$ cat config.mk
export PLATFORM = sky130hd
export DESIGN_NAME = pgate_gt_cmp
export DESIGN_NICKNAME = d
export VERILOG_FILES = /design/src/rtl/pgate_gt_pkg.sv /design/src/rtl/pgate_top_predict.sv /design/src/rtl/pgate_low_bank.sv /design/src/rtl/pgate_full_cmp.sv /design/src/rtl/pgate_skip_counter.sv /design/src/rtl/pgate_gt_cmp.sv
export SDC_FILE = /design/constraint.sdc
export NUM_CORES = 1
export LEC_CHECK = 0
export ABC_AREA = 1
export BUFFER_PORTS_ARGS = -buffer_cell sky130_fd_sc_hd__buf_2
export CORE_AREA = 2 2 59 61
export DETAILED_ROUTE_END_ITERATION = 8
export DIE_AREA = 0 0 61 63
export GPL_ROUTABILITY_DRIVEN = 0
export PLACE_DENSITY = 0.71
export SLEW_MARGIN = 25
export SYNTH_ARGS = -nofsm -noshare
export SYNTH_HDL_FRONTEND = slang
export SYNTH_HIERARCHICAL = 1
export SYNTH_SLANG_ARGS = --single-unit
export TNS_END_PERCENT = 100
$ cat constraint.sdc
create_clock -name clk -period 3.3 [get_ports clk]
set_input_delay 0.66 -clock clk [delete_from_list [all_inputs] [get_ports clk]]
set_output_delay 0.66 -clock clk [all_outputs]
set_load 0.02 [all_outputs]
$ cat src/rtl/pgate_gt_pkg.sv
package pgate_gt_pkg;
  typedef enum logic [1:0] {
    DEC_FULL = 2'd0,
    DEC_GT   = 2'd1,
    DEC_LE   = 2'd2
  } decide_t;

  function automatic decide_t predict(input logic top_a, input logic top_b);
    if (top_a && !top_b)      return DEC_GT;
    else if (!top_a && top_b) return DEC_LE;
    else                      return DEC_FULL;
  endfunction
endpackage

$ cat src/rtl/pgate_top_predict.sv
module pgate_top_predict
  import pgate_gt_pkg::*;
(
  input  logic    top_a,
  input  logic    top_b,
  output decide_t decision,
  output logic    need_full
);
  always_comb begin
    decision  = predict(top_a, top_b);
    need_full = (decision == DEC_FULL);
  end
endmodule

$ cat src/rtl/pgate_low_bank.sv
module pgate_low_bank #(
  parameter int LW = 7
) (
  input  logic          clk,
  input  logic          rst,
  input  logic          load,
  input  logic [LW-1:0] lo_a_in,
  input  logic [LW-1:0] lo_b_in,
  output logic [LW-1:0] lo_a_q,
  output logic [LW-1:0] lo_b_q
);
  always_ff @(posedge clk) begin
    if (rst) begin
      lo_a_q <= '0;
      lo_b_q <= '0;
    end else if (load) begin
      lo_a_q <= lo_a_in;
      lo_b_q <= lo_b_in;
    end
  end

  // R7 gating: a suppressed load leaves the bank untouched
  a_r7_bank_held: assert property (@(posedge clk) disable iff (rst)
    !load |=> ($stable(lo_a_q) && $stable(lo_b_q)));
endmodule

$ cat src/rtl/pgate_full_cmp.sv
module pgate_full_cmp #(
  parameter int W = 8
) (
  input  logic [W-1:0] x,
  input  logic [W-1:0] y,
  output logic         x_gt_y
);
  logic [W:0]   eq_above;
  logic [W-1:0] win_at;

  assign eq_above[W] = 1'b1;

  for (genvar i = W - 1; i >= 0; i--) begin : g_bit
    assign eq_above[i] = eq_above[i+1] & (x[i] ~^ y[i]);
    assign win_at[i]   = eq_above[i+1] & x[i] & ~y[i];
  end

  assign x_gt_y = |win_at;
endmodule

$ cat src/rtl/pgate_skip_counter.sv
module pgate_skip_counter #(
  parameter int CNT_W = 8
) (
  input  logic             clk,
  input  logic             rst,
  input  logic             bump,
  output logic [CNT_W-1:0] count
);
  localparam logic [CNT_W-1:0] CNT_MAX = {CNT_W{1'b1}};

  always_ff @(posedge clk) begin
    if (rst)                          count <= '0;
    else if (bump && count != CNT_MAX) count <= count + 1'b1;
  end

  a_r7_bump_once: assert property (@(posedge clk) disable iff (rst)
    (bump && count != CNT_MAX) |=> (count == $past(count) + 1'b1));
  a_r7_no_bump: assert property (@(posedge clk) disable iff (rst)
    !bump |=> $stable(count));
  a_r8_pinned: assert property (@(posedge clk) disable iff (rst)
    (count == CNT_MAX) |=> (count == CNT_MAX));
endmodule

$ cat src/rtl/pgate_gt_cmp.sv
module pgate_gt_cmp
  import pgate_gt_pkg::*;
#(
  parameter int W     = 8,
  parameter int CNT_W = 8
) (
  input  logic             clk,
  input  logic             rst,
  input  logic             op_valid,
  input  logic [W-1:0]     op_a,
  input  logic [W-1:0]     op_b,
  output logic             res_gt,
  output logic             res_valid,
  output logic [CNT_W-1:0] skip_count
);
  localparam int MSB = W - 1;
  localparam int LW  = W - 1;

  decide_t       dec_in, dec_q;
  logic          need_full;
  logic          top_a_q, top_b_q;
  logic [LW-1:0] lo_a_q, lo_b_q;
  logic          full_gt;
  logic          low_load;
  logic          skip_bump;

  pgate_top_predict u_pred (
    .top_a     (op_a[MSB]),
    .top_b     (op_b[MSB]),
    .decision  (dec_in),
    .need_full (need_full)
  );

  assign low_load  = op_valid &&  need_full;
  assign skip_bump = op_valid && !need_full;

  always_ff @(posedge clk) begin
    if (rst) begin
      top_a_q   <= 1'b0;
      top_b_q   <= 1'b0;
      dec_q     <= DEC_FULL;
      res_valid <= 1'b0;
    end else begin
      res_valid <= op_valid;
      if (op_valid) begin
        top_a_q <= op_a[MSB];
        top_b_q <= op_b[MSB];
        dec_q   <= dec_in;
      end
    end
  end

  pgate_low_bank #(.LW(LW)) u_low (
    .clk     (clk),
    .rst     (rst),
    .load    (low_load),
    .lo_a_in (op_a[LW-1:0]),
    .lo_b_in (op_b[LW-1:0]),
    .lo_a_q  (lo_a_q),
    .lo_b_q  (lo_b_q)
  );

  pgate_full_cmp #(.W(W)) u_cmp (
    .x      ({top_a_q, lo_a_q}),
    .y      ({top_b_q, lo_b_q}),
    .x_gt_y (full_gt)
  );

  always_comb begin
    unique case (dec_q)
      DEC_GT:  res_gt = 1'b1;
      DEC_LE:  res_gt = 1'b0;
      default: res_gt = full_gt;
    endcase
  end

  pgate_skip_counter #(.CNT_W(CNT_W)) u_cnt (
    .clk   (clk),
    .rst   (rst),
    .bump  (skip_bump),
    .count (skip_count)
  );

  a_r2_valid_follows: assert property (@(posedge clk) disable iff (rst)
    1'b1 |=> (res_valid == $past(op_valid)));
  a_r3_top_wins: assert property (@(posedge clk) disable iff (rst)
    (op_valid && op_a[MSB] && !op_b[MSB]) |=> res_gt);
  a_r4_top_loses: assert property (@(posedge clk) disable iff (rst)
    (op_valid && !op_a[MSB] && op_b[MSB]) |=> !res_gt);
  a_r5_full_result: assert property (@(posedge clk) disable iff (rst)
    (op_valid && (op_a[MSB] == op_b[MSB])) |=> (res_gt == ($past(op_a) > $past(op_b))));
  a_r9_idle_hold: assert property (@(posedge clk) disable iff (rst)
    !op_valid |=> $stable(res_gt));
endmodule

Word level (Yosys, flattened, before mapping):

Index checks and enable logic that the tools add are counted.
Widths: inputs -> output; s select.

* flip-flop bits (word level): 27
* input bits: 19
* logic and storage cells: 60

* $add $sub $neg: 1
* reduce and logical (&&, ||, !) cells: 10
* equal/unequal tests: 3
* muxes and demuxes: 3
* bitwise gates (word level): 36

Operators by type and width (count)
* $and 1x1->1: 21
* $add 8x1->8 const B: 1
* $ne 8x8->1 const B: 1
* $not 1->1: 8
* $reduce_or 8->1: 1
* $xnor 1x1->1: 7
* $logic_and 1x1->1: 5
* $mux 2: 2
* $logic_not 1->1: 3
* $eq 2x1->1 const B: 1
* $eq 2x2->1 const B: 1
* $logic_not 2->1: 1
* $pmux 1 s2: 1

Logic depth before layout (Yosys ltp):

* depth in word-level cells: 11
* mapped depth: 9
* mapped depth without buffers: 9

Hierarchy:

Netlist, hierarchy kept.

By module, submodules not included
* pgate_low_bank: instances 1, area each 588.1 um^2, cells an instance 89
* pgate_skip_counter: instances 1, area each 484.2 um^2, cells an instance 77
* pgate_gt_cmp: instances 1, area each 247.7 um^2, cells an instance 37
* pgate_full_cmp: instances 1, area each 192.7 um^2, cells an instance 41
* pgate_top_predict: instances 1, area each 32.5 um^2, cells an instance 4

Worst setup path after synthesis:

OpenSTA, ideal clock, no wires.

* path type: flip-flop to output port
* start point: register top_b_q
* end point: output port res_gt
* arrival time: 1.282 ns
* stages on the path, launching flop included: 9
* slack: 1.358 ns
* required time: 2.640 ns
* cell sequence: dfxtp_1 inv_1 ha_1 a31oi_1 nand2_1 nor2_1 nand2_1 nand2_1 o21ai_0

* word-level cells in the longest chain between the ends: 11

Ends and longest elaborated chain
* start: declaration: RTL line pgate_gt_cmp.sv:21 `logic top_a_q, top_b_q;`
* start signal: assignment: RTL line pgate_gt_cmp.sv:47 `top_b_q <= op_b[MSB];`
* $xnor 1x1->1: RTL line pgate_full_cmp.sv:14 `assign eq_above[i] = eq_above[i+1] & (x[i] ~^ y[i]);`
* $and 1x1->1 (6 in series): RTL line pgate_full_cmp.sv:14
* $and 1x1->1 (2 in series): RTL line pgate_full_cmp.sv:15 `assign win_at[i] = eq_above[i+1] & x[i] & ~y[i];`
* $reduce_or 8->1 *: RTL line pgate_full_cmp.sv:18 `assign x_gt_y = |win_at;`
* named net full_gt: RTL line pgate_gt_cmp.sv:23 `logic full_gt;`
* $pmux 1 s2 *: RTL line pgate_gt_cmp.sv:70 `unique case (dec_q)`
* end: declaration: RTL line pgate_gt_cmp.sv:12 `output logic res_gt,`

The timed path passes the listed nets; every way through them passes the cells marked *.

Final worst setup path:

Ends and elaborated chain as after synthesis.

==> metrics.md <==
| Metric | Value |
|---|---|
| Status | `finished clean` |
| Die ar. | `3840 um2` |
| I/O Buffers | `28` |
| Worst flop-to-flop path endpoint | `u_cnt/count[0]` |
| Clock skew | `between 0.001 and 0.0015 ns` |
| Crit path launch | `top_b_q` |
| Aggregate global routing overflow | `0` |
| Root Buffer | `clkbuf_4` |
| Flop pwr share | `0.570` |
| Cells after DPL | `315` |
| Critical path startpoint category | `register` |
| Area Overhead vs Synth | `10.1%` |
| Int Pwr | `around 440 uW` |
| DRT iter0 DRCs | `50` |
| Die H | `roughly 63 um` |
| Fmax achieved | `417 MHz` |
| Unrepaired setup endpoints after global routing | `false` |
| PostCTS Resize Cnt | `0` |
| CP Cell Sequence | `inv_1, ha_1, a31oi_1, nand2_1, nor2_1, nand2_1, nand2_1, o21ai_0, buf_2` |
| H-Tree Depth | `1` |
| Min-Delay Path Class | `reg2reg` |
| Final worst path period share | `0.727` |
| Most frequent cells in the layout | `69 x nand2_1, 55 x nor2_1, 48 x inv_1` |
| TNS Setup | `0 ns` |
| Number of nets with antenna violations after routing | `0` |
| CTS sink cnt | `27` |
| CTS Hold Bufs | `0` |
| Final wirelength | `2620 um` |
| Initial antenna violation count | `0` |
| Drt pass-1 iters | `4` |
| Post-CTS Setup Bufs | `0` |
| Gate Count Post-Synth | `approximately 250` |
| Clock Tree Buf Depth | `2` |
| Slew Limit Fails | `0` |
| Leak pwr | `between 0.9 and 1 nW` |
| # rows | `21` |
| DR WL/cell | `~8.2 um` |
| Critical Path End | `res_gt` |
| Final net count | `between 200 and 300` |
| CP required | `approximately 2.6 ns` |
| Die W | `61 um` |
| Synth Register Bits | `27` |
| Core ar. | `3230 um2` |
| Mapped Area | `~1500 um2` |
| Seq/Total Area, Yosys | `0.350` |
| CTS tree | `done` |
| Most used cell, CP | `nand2_1` |
| Critical path fanouts, max | `3` |
| Sw Ratio | `0.297` |
| DR vias | `1390` |
| Warnings from Yosys | `6` |
| Initial Utilization | `0.478` |
| First-pass GRT wire length | `roughly 4700 um` |
| Max_cap viols | `0` |
| Total power | `between 600 and 700 uW` |
| RR Startpoint | `u_cnt/count[0]` |
| Reg2Reg Depth | `6` |
| Time the worst path needs with I/O delays and setup | `around 2.4 ns` |
| Final hold vios | `0` |
| DP HPWL | `approximately 2000 um` |
| Buffers & Inverters on Critical Path | `2` |
| Commonest non-fill, non-tap cell in the layout | `nand2_1` |
| Slew headroom | `0.448` |
| Pin count of the biggest net entering global routing | `29` |
| Worst Setup End Kind | `output pin` |
| Crit path DAT | `1.74 ns` |
| Drt drc | `0` |
| CP top delay family | `flip-flops` |
| Layout cell share with drive strength beyond 1 | `0.176` |
| Mean number of vias per cell | `between 4 and 5` |
| Inserted Clock Buffers | `3` |
| Gr usage total | `0.153` |
| Combinational Power Share | `0.204` |
| Clk Latency, worst-skew pair | `roughly 0.31 ns` |
| Post-synth net total | `roughly 270` |
| Cell variety after synth | `20` |
| WHS Path Cells | `2` |
| Vias in the first global route | `~1300` |
| Worst-margin pin slew | `slightly above 0.8 ns` |
| ANT cells | `0` |
| Crit path max-delay cell type | `dfxtp_1` |
| Syn_area_per_cell | `slightly above 6 um2` |
| Setup Viol. Count Final | `0` |
| Pwr dens | `about 370 nW/um2` |
| Flop-to-flop setup slack | `1.97 ns` |
| Fin cells | `319` |
| Clock-pin slew on the worst setup and hold paths | `0.15 ns` |
| NetSw | `between 150 and 200 uW` |
| CP Class | `reg2out` |
| Clock Power Share | `0.225` |
| I/O pin count | `29` |
| Crit-path max cell delay | `0.36 ns` |
| Max VDD drop | `0.000123 V` |
| Crit path depth | `9` |
power groups by stage:
stage                     combinational (mW)  clock (mW)  sequential (mW)
final                                  0.129       0.142            0.361
after global routing                   0.152       0.160            0.364
after CTS                              0.131       0.149            0.361
after detailed placement               0.131           0            0.368
after global placement                 0.128           0            0.368
after floorplan                        0.104           0            0.369
flip-flops by register name (all words and copies together), names as in the netlist:
signal and flops:
dec_q 2, res_valid 1, top_a_q 1, top_b_q 1
u_cnt/count 8, u_low/lo_a_q 7, u_low/lo_b_q 7
final cells by class:
class                   count  area [um2]
clock inverters             1        7.51
repair buffers             28         140
inverters                  50         188
fillers                   361        1530
flip-flops and latches     27         541
multi-input cells         164         746
clock buffers               3        22.5
well taps                  46        57.6
logic make-up (layout without fill, tap and decap cells):
| logic type | Yosys count | in the layout | share of synthesized area |
|---|---|---|---|
| AO/OA/AOI/OAI | 10 | 10 | 0.0332 |
| adder cells (fa/ha/maj) | 5 | 5 | 0.0405 |
| buffers and inverters | 57 | 82 | 0.168 |
| flip-flops | 27 | 27 | 0.350 |
| AND/OR/NAND/NOR | 149 | 149 | 0.409 |
cell usage after synthesis, drive strengths merged:
master	count	area (um2)
a21oi	6	30.0
a31oi	1	6.26
buf	7	71.3
dfxtp	27	541
ha	5	62.6
inv	50	188
nand2	74	290
nand3	12	75.1
nand3b	1	11.3
nand4	1	6.26
nor2	59	231
nor3	1	10.0
nor3b	1	7.51
o21ai	3	15.0
worst min-delay path by stage:
stage | start | endpoint
floorplan | u_low/lo_a_q[2] | u_low/lo_a_q[2]
global placement | top_b_q | top_b_q
detailed placement | u_low/lo_a_q[0] | u_low/lo_a_q[0]
CTS | u_low/lo_a_q[0] | u_low/lo_a_q[0]
global route | u_low/lo_a_q[0] | u_low/lo_a_q[0]
finish | u_low/lo_a_q[2] | u_low/lo_a_q[2]
worst reg2reg max path: cells and delay by family, from the launching register on:
kind / cells / cell delay, ns
AOI/OAI and AO/OA: 1 / 0.18
DFF: 1 / 0.45
and+or+nand+nor: 3 / 0.30
buffers and inverters: 1 / 0.07
adders and majority gates: 1 / 0.25
layer usage:
metal | wire length, um | global-route usage | vias to the layer above
li1 | - | - | 774
met1 | 1340 | 0.198 | 598
met2 | 1200 | 0.251 | 16
met3 | 68 | 0.0248 | 2
met4 | 17 | 0.0516 | 0
met5 | 0 | 0 | -
metrics by stage:
stage | area, um2 | hold slack, ns | setup WS [ns] | util
floorplan | 1550 | 0.449 | 1.36 | -
global route | 1700 | 0.498 | 0.795 | 0.527
global placement | 1670 | 0.462 | 1.02 | 0.517
detailed placement | 1670 | 0.467 | 1.00 | 0.517
finish | 1700 | 0.483 | 0.901 | 0.527
CTS | 1700 | 0.486 | 0.887 | 0.527
No activity file was read; power rests on OpenSTA's default activity.
